$ cat src/rtl/uart_fracbaud.sv
module uart_fracbaud #(
  parameter int DIV_W  = 11,
  parameter int DATA_W = 8
) (
  input  logic                 clk,
  input  logic                 rst_n,
  input  logic [DIV_W-1:0]     cfg_div,
  input  logic                 cfg_tx_plus1,
  input  logic                 cfg_two_stop,
  input  logic [DATA_W+2:0]    cfg_tx_corr,
  input  logic [DATA_W+2:0]    cfg_rx_corr,
  input  logic [DATA_W-1:0]    tx_data,
  input  logic                 tx_valid,
  output logic                 tx_ready,
  output logic                 txd,
  input  logic                 rxd,
  output logic [DATA_W-1:0]    rx_data,
  output logic                 rx_valid,
  output logic                 rx_frame_err
);
  localparam int FRAME = DATA_W + 3;
  localparam int IDX_W = $clog2(FRAME);
  localparam int CNT_W = DIV_W + 2;

  wire [IDX_W-1:0] last_idx = cfg_two_stop ? IDX_W'(FRAME-1) : IDX_W'(FRAME-2);

  // transmitter
  logic              tx_busy;
  logic [IDX_W-1:0]  tx_idx;
  logic [CNT_W-1:0]  tx_cnt;
  logic [DATA_W-1:0] tx_buf;

  wire [CNT_W-1:0] tx_base  = CNT_W'(cfg_div) + CNT_W'(cfg_tx_plus1);
  wire [IDX_W-1:0] tx_nidx  = tx_idx + 1'b1;
  wire [CNT_W-1:0] tx_first = tx_base + CNT_W'(cfg_tx_corr[0]);
  wire [CNT_W-1:0] tx_next  = tx_base + CNT_W'(cfg_tx_corr[tx_nidx]);
  wire             tx_in_data = tx_idx != '0 && tx_idx <= IDX_W'(DATA_W);

  assign tx_ready = !tx_busy;
  assign txd = !tx_busy || (tx_idx != '0 && (tx_idx > IDX_W'(DATA_W) || tx_buf[0]));

  always_ff @(posedge clk) begin
    if (!rst_n) begin
      tx_busy <= 1'b0;
      tx_idx  <= '0;
      tx_cnt  <= '0;
      tx_buf  <= '0;
    end else if (!tx_busy) begin
      if (tx_valid) begin
        tx_busy <= 1'b1;
        tx_idx  <= '0;
        tx_cnt  <= tx_first;
        tx_buf  <= tx_data;
      end
    end else if (tx_cnt != '0) begin
      tx_cnt <= tx_cnt - 1'b1;
    end else if (tx_idx == last_idx) begin
      tx_busy <= 1'b0;
    end else begin
      tx_idx <= tx_nidx;
      tx_cnt <= tx_next;
      if (tx_in_data) tx_buf <= tx_buf >> 1;
    end
  end

  // receiver
  logic              rx_meta, rx_s;
  logic              rx_busy;
  logic [IDX_W-1:0]  rx_idx;
  logic [CNT_W-1:0]  rx_cnt;
  logic [DATA_W-1:0] rx_sh;
  logic              rx_err;

  wire [CNT_W-1:0] rx_base = CNT_W'(cfg_div);
  wire [IDX_W-1:0] rx_nidx = rx_idx + 1'b1;
  wire [CNT_W-1:0] rx_half = (rx_base + CNT_W'(cfg_rx_corr[0])) >> 1;
  wire [CNT_W-1:0] rx_next = rx_base + CNT_W'(cfg_rx_corr[rx_nidx]);

  always_ff @(posedge clk) begin
    if (!rst_n) begin
      rx_meta      <= 1'b1;
      rx_s         <= 1'b1;
      rx_busy      <= 1'b0;
      rx_idx       <= '0;
      rx_cnt       <= '0;
      rx_sh        <= '0;
      rx_err       <= 1'b0;
      rx_data      <= '0;
      rx_valid     <= 1'b0;
      rx_frame_err <= 1'b0;
    end else begin
      rx_meta  <= rxd;
      rx_s     <= rx_meta;
      rx_valid <= 1'b0;
      if (!rx_busy) begin
        if (!rx_s) begin
          rx_busy <= 1'b1;
          rx_idx  <= '0;
          rx_cnt  <= rx_half;
          rx_err  <= 1'b0;
        end
      end else if (rx_cnt != '0) begin
        rx_cnt <= rx_cnt - 1'b1;
      end else if (rx_idx == '0) begin
        if (rx_s) rx_busy <= 1'b0;
        else begin
          rx_idx <= rx_nidx;
          rx_cnt <= rx_next;
        end
      end else begin
        if (rx_idx <= IDX_W'(DATA_W)) rx_sh <= {rx_s, rx_sh[DATA_W-1:1]};
        else if (!rx_s) rx_err <= 1'b1;
        if (rx_idx == last_idx) begin
          rx_busy      <= 1'b0;
          rx_valid     <= 1'b1;
          rx_data      <= rx_sh;
          rx_frame_err <= rx_err || !rx_s;
        end else begin
          rx_idx <= rx_nidx;
          rx_cnt <= rx_next;
        end
      end
    end
  end

  a_r5_ready_drops: assert property (@(posedge clk) disable iff (!rst_n)
    (tx_valid && tx_ready) |=> (!tx_ready && !txd));
  a_r4_bit_holds: assert property (@(posedge clk) disable iff (!rst_n)
    (tx_busy && tx_cnt != '0) |=> $stable(txd));
  a_r7_single_pulse: assert property (@(posedge clk) disable iff (!rst_n)
    rx_valid |=> !rx_valid);
  a_r6_glitch_drop: assert property (@(posedge clk) disable iff (!rst_n)
    (rx_busy && rx_idx == '0 && rx_cnt == '0 && rx_s) |=> (!rx_busy && !rx_valid));
  a_r1_idle_line: assert property (@(posedge clk) disable iff (!rst_n)
    $rose(tx_ready) |-> txd);
endmodule

$ cat config.mk
export PLATFORM = sky130hd
export DESIGN_NAME = uart_fracbaud
export DESIGN_NICKNAME = d
export VERILOG_FILES = /design/src/rtl/uart_fracbaud.sv
export SDC_FILE = /design/constraint.sdc
export NUM_CORES = 1
export LEC_CHECK = 0
export ABC_AREA = 1
export BUFFER_PORTS_ARGS = -buffer_cell sky130_fd_sc_hd__buf_2
export CORE_MARGIN = 5
export CORE_UTILIZATION = 40
export DETAILED_ROUTE_END_ITERATION = 6
export PLACE_DENSITY = 0.64
export SLEW_MARGIN = 20
export SYNTH_ARGS = -nofsm -noshare
export SYNTH_HDL_FRONTEND = slang
export SYNTH_SLANG_ARGS = --single-unit
$ cat constraint.sdc
create_clock -name clk -period 7.35 [get_ports clk]
set_input_delay 1.47 -clock clk [delete_from_list [all_inputs] [get_ports clk]]
set_output_delay 1.47 -clock clk [all_outputs]
set_load 0.005 [all_outputs]
Word level (Yosys, flattened, before mapping)

Index checks and enable logic that the tools add are counted.

Input port bits: 47
Output and inout bits: 12
Logic and storage cells: 113
Flip-flop bits (word level): 65

Bitwise logic cells: 4
Reductions and logical operators: 21
Mux-type cells: 46
Eq/ne operators: 14
$lt $le $gt $ge: 5
Add/sub/neg operators: 9

Operators by type and width:

| operator              | number |
|---|---|
| $mux 13               | 10 |
| $mux 4                | 10 |
| $mux 8                | 5 |
| $add 11x1->12         | 3 |
| $add 12x1->13         | 2 |
| $reduce_bool 13->1    | 2 |
| $sub 13x1->13 const B | 2 |
| $mux 1                | 18 |
| $reduce_and 4->1      | 4 |
| $lt 4x5->1 const B    | 2 |
| $ne 2x2->1 const B    | 5 |
| $ne 3x3->1 const B    | 3 |
| $add 4x1->4 const B   | 2 |
| $bmux 1 s4            | 2 |
| $eq 4x4->1            | 2 |
| $le 4x4->1 const B    | 2 |
| $reduce_and 3->1      | 2 |
| $reduce_and 5->1      | 1 |
| $gt 4x4->1 const B    | 1 |
| $logic_not 4->1       | 1 |
| $ne 2x1->1 const B    | 2 |
| $ne 4x1->1 const B    | 1 |
| $ne 4x4->1 const B    | 1 |
| $not 1->1             | 4 |
| other kinds (8)       | 12 |

Depth between registers and ports, before layout

Word-level depth: 8
Mapped depth: 17
Depth with buffers taken out: 16

Worst setup path after synthesis

No wires, ideal clock.

Kind: input-to-reg
Start: input cfg_tx_corr[5]
End: register tx_cnt[4]
Stages: 12
Library setup time: 0.128 ns
Path buffers: 0
Slack: 4.170 ns
Arrival time: 3.052 ns
Data required time: 7.222 ns
Path through: nor2_1 -> o32ai_1 -> o211ai_1 -> o21ai_0 -> ha_1 -> ha_1 -> inv_1 -> nor2_1 -> nand2_1 -> xor2_1 -> o221ai_1 -> a31oi_1

Longest elaborated chain between the ends: 6

Ends and longest elaborated chain:

| what                         | line | text |
|---|---|---|
| start: declaration           | 10   | `input logic [DATA_W+2:0] cfg_tx_corr,` |
| $bmux 1 s4                   | 36   | `wire [CNT_W-1:0] tx_next = tx_base + CNT_W'(cfg_tx_corr[tx_nidx]);` |
| $mux 1 (implied by the code) | 36   |  |
| $add 12x1->13                | 36   |  |
| $mux 13                      | 57   | `end else if (tx_idx == last_idx) begin` |
| $mux 13                      | 55   | `end else if (tx_cnt != '0) begin` |
| $mux 13                      | 48   | `end else if (!tx_busy) begin` |
| end signal: assignment       | 52   | `tx_cnt <= tx_first;` |
| end signal: assignment       | 56   | `tx_cnt <= tx_cnt - 1'b1;` |
| end signal: assignment       | 61   | `tx_cnt <= tx_next;` |
| end: declaration             | 30   | `logic [CNT_W-1:0] tx_cnt;` |

Every way passes these cells. The select of a mux whose other input is x is not followed.
A chain may end at the register's enable or synchronous reset.

Final worst setup path

Start: input rst_n
End: register rx_meta

RTL lines:

| what                   | line | text |
|---|---|---|
| start: declaration     | 6    | `input logic rst_n,` |
| end signal: assignment | 92   | `rx_meta <= rxd;` |
| end: declaration       | 67   | `logic rx_meta, rx_s;` |

No word-level cell between the ends.

==> summary.txt <==
Placement
  • Pre-CTS setup slack: 3610 ps
  • IO buf count: 58
  • Post-DP HPWL: 9310 um
  • RD Place Congestion: 0.859

Floorplan
  • Die height: 120 um
  • Area of the core: 11900 um2
  • Die area: 14300 um2
  • Die Wd: 120 um
  • Boundary Pins: 59
  • Site Rows: 40
  • Initial Util: 40.4%

Critical path
  • Bufs and invs on worst path: 2
  • Critical path's top delay family: buffers and inverters
  • CP endpoint kind: register
  • Critical path class: in2reg
  • Critical path destination: rx_meta
  • R2R Path Start: tx_idx[0]
  • Crit path cell chain: buf_2 -> clkinv_1 -> or2_2
  • R2R setup slack: 4230 ps
  • Worst path max stage delay: 870 ps
  • Data required time of the worst path: 7580 ps
  • Crit-path slowest cell: clkinv_1
  • CP arrival: 3530 ps
  • R2R depth: 14
  • Crit. Startpoint: rst_n
  • FF-to-FF End: tx_cnt[4]
  • CP Launch Type: primary input
  • WP depth: 3
  • Crit path max fanout: 48

Logic synthesis
  • Synthesized area: 4810 um2
  • Cell taking the most area after synthesis: dfxtp_1
  • Post-synthesis sequential area ratio: 27.1%
  • Most used flip-flop cell after synthesis: dfxtp_1
  • Synth top cells by count: nand2_1 (106), inv_1 (88), nor2_1 (82)
  • Ys Warns: 0
  • Post-Syn Instances: 727
  • Top-count cell post-synth: nand2_1
  • EDFF count, synth: 0
  • Area contributors post-synth: dfxtp_1 (27%), nand2_1 (8.3%), o21ai_0 (8.2%), inv_1 (6.9%), nor2_1 (6.4%)
  • Synth top area share: 27.1%
  • Flops & latches, synth: 65
  • Fraction of registers with async set or reset after synthesis: 0%
  • Avg Inst Size Synth: 6.61 um2
  • Post-synth cell types: 44
  • Synth Net Count: 789

Timing
  • Hold Fails Final Rpt: 0
  • Clock skew: 8.45 ps
  • Unrepaired setup endpoints after global routing: no
  • Least-Margin Pin Slew: 835 ps
  • Tcrit/Tclk final: 44.8%
  • Final setup TNS: 0 ps
  • Slew margin rel.: 44.3%
  • Setup Viol. Count Final: 0
  • Slew Viols, Final: 0
  • Fin worst setup slack: 4050 ps
  • Max Fclk: 303 MHz
  • Crit path time final: 3300 ps

Routing
  • Antenna Nets Post-Route: 0
  • WL per Instance: 13.3 um
  • Vias after detailed routing: 4799
  • Residual DRC: 0
  • TritonRoute pass-1 iters: 6
  • Final WL: 12400 um
  • Starting DRT DRC Count: 321
  • Via/cell ratio: 5.18

Min path
  • Hold Path Class: reg2reg
  • Worst Hold Path Cells: 1

Clocking
  • CTS tree: yes
  • Cts hold-fix bufs: 0
  • Clk sinks: 65
  • Root Buffer: clkbuf_16
  • Post-CTS resize count: 0
  • Clock Pin Slew Worst Setup and Hold Paths: 60 ps
  • H-tree depth: 3
  • Postcts setup bufs: 0
  • CTS buffer count: 9
  • CTS max path bufs: 2
  • Clock latency at the later pin of the worst-skew pair: 350 ps

Cells and area
  • # nets final: 837
  • Share of layout cells above drive strength 1: 15.9%
  • Fill count: 1268
  • Post-layout util: 45.9%
  • Ant. Diodes: 0
  • Synth-to-Final Area Change: 13.7%

Global route
  • Gr ovfl total: 0
  • Vias in the first global route: 4508
  • First-pass GRT wire length: 21100 um
  • Gr usage total: 18.0%
  • Initial antenna violation count: 0
  • Largest net degree at the start of global routing: 49

Power and ir drop
  • Peak VDD IR: 0.0994 mV
  • Leak: 2.39 nW
  • Pwr per Cell Area: 226 nW/um2

Status
  • Outcome: complete, no violations

Flow run
  • Max cap viols: 0
[report_power, final]
group | leakage (nW) | internal, mW | total (mW) | switching [mW]
registers | 0.532 | 0.383 | 0.412 | 0.0293
clock network | 0.146 | 0.269 | 0.452 | 0.183
logic | 1.71 | 0.131 | 0.372 | 0.241
total | 2.39 | 0.784 | 1.24 | 0.453
[cells by family after synthesis]
group	after synthesis	synth area share (%)
AO/OA/AOI/OAI	187	21.8
flip-flops	65	27.1
adder cells (fa/ha/maj)	15	3.90
multiplexers	2	0.416
AND/OR/NAND/NOR	304	30.0
buffers and inverters	120	10.6
XOR/XNOR	34	6.19
[how the worst min path moves through the flow]
stage	to	startpoint	slack [ps]
after floorplan	rx_s	rx_meta	390
after global placement	rx_s	rx_meta	410
after detailed placement	rx_s	rx_meta	410
after CTS	rx_s	rx_meta	420
after global routing	rx_s	rx_meta	430
final	rx_s	rx_meta	420
[final cells by class]
| cell class | instances | area (um2) | share of cell area [%] |
|---|---|---|---|
| Clock buffer | 9 | 225 | 4.12 |
| Inverter | 98 | 373 | 6.82 |
| Clock inverter | 7 | 85.1 | 1.56 |
| Sequential cell | 65 | 1300 | 23.8 |
| Tap cell | 147 | 184 | 3.36 |
| Timing Repair Buffer | 59 | 298 | 5.45 |
| Multi-Input combinational cell | 542 | 3000 | 54.9 |
[layer usage]
metal	up-vias	part of all wire (%)	GRT usage, %
li1	2531	-	-
met3	14	6.3	4.62
met4	0	1.2	6.08
met1	2138	49	24.4
met2	116	43	27.7
met5	-	0	0
[per-stage QoR]
stage	area [um2]	total power, mW	std cells	hold WS [ps]
floorplan	4810	0.702	727	393
global placement	5150	0.786	911	410
detailed placement	5150	0.787	911	410
CTS	5460	1.24	927	419
global route	5470	1.32	927	427
finish	5470	1.24	927	417
[cells in the final DEF (no fill, tap or decap), types with 7 or more instances in the layout]
cell / n
nor2_1: 82
dfxtp_1: 65
ha_1: 15
a21oi_1: 60
xnor2_1: 10
nand2_1: 106
nor3_1: 9
a211oi_1: 7
buf_2: 58
nor2_4: 7
nand4_1: 9
o21ai_0: 79
inv_1: 88
nand2_2: 11
a31oi_1: 16
inv_2: 7
xor2_1: 24
nor2_2: 9
nand3_1: 57
clkbuf_16: 9
[worst register-to-register path, cell delays in order (launching register included)]
cell and delay, ps:
dfxtp_1 580, inv_6 80, ha_1 400, o21ai_0 110, o221ai_1 200, o211ai_1 100
o21ai_0 110, ha_1 270, ha_1 190, inv_1 40, nor2_1 370, nand2_1 120
xor2_1 160, o221ai_1 150, a31oi_1 100
[state kept, by name (all words and copies together), names as in the netlist]
| signal | flops |
|---|---|
| rx_data | 8 |
| rx_frame_err | 1 |
| rx_s | 1 |
| rx_valid | 1 |
| tx_busy | 1 |
| tx_buf | 8 |
| rx_meta | 1 |
| rx_sh | 8 |
| tx_idx | 4 |
| rx_idx | 4 |
| tx_cnt | 13 |
| rx_busy | 1 |
| rx_err | 1 |
| rx_cnt | 13 |
(Power assumes the default switching activity.)
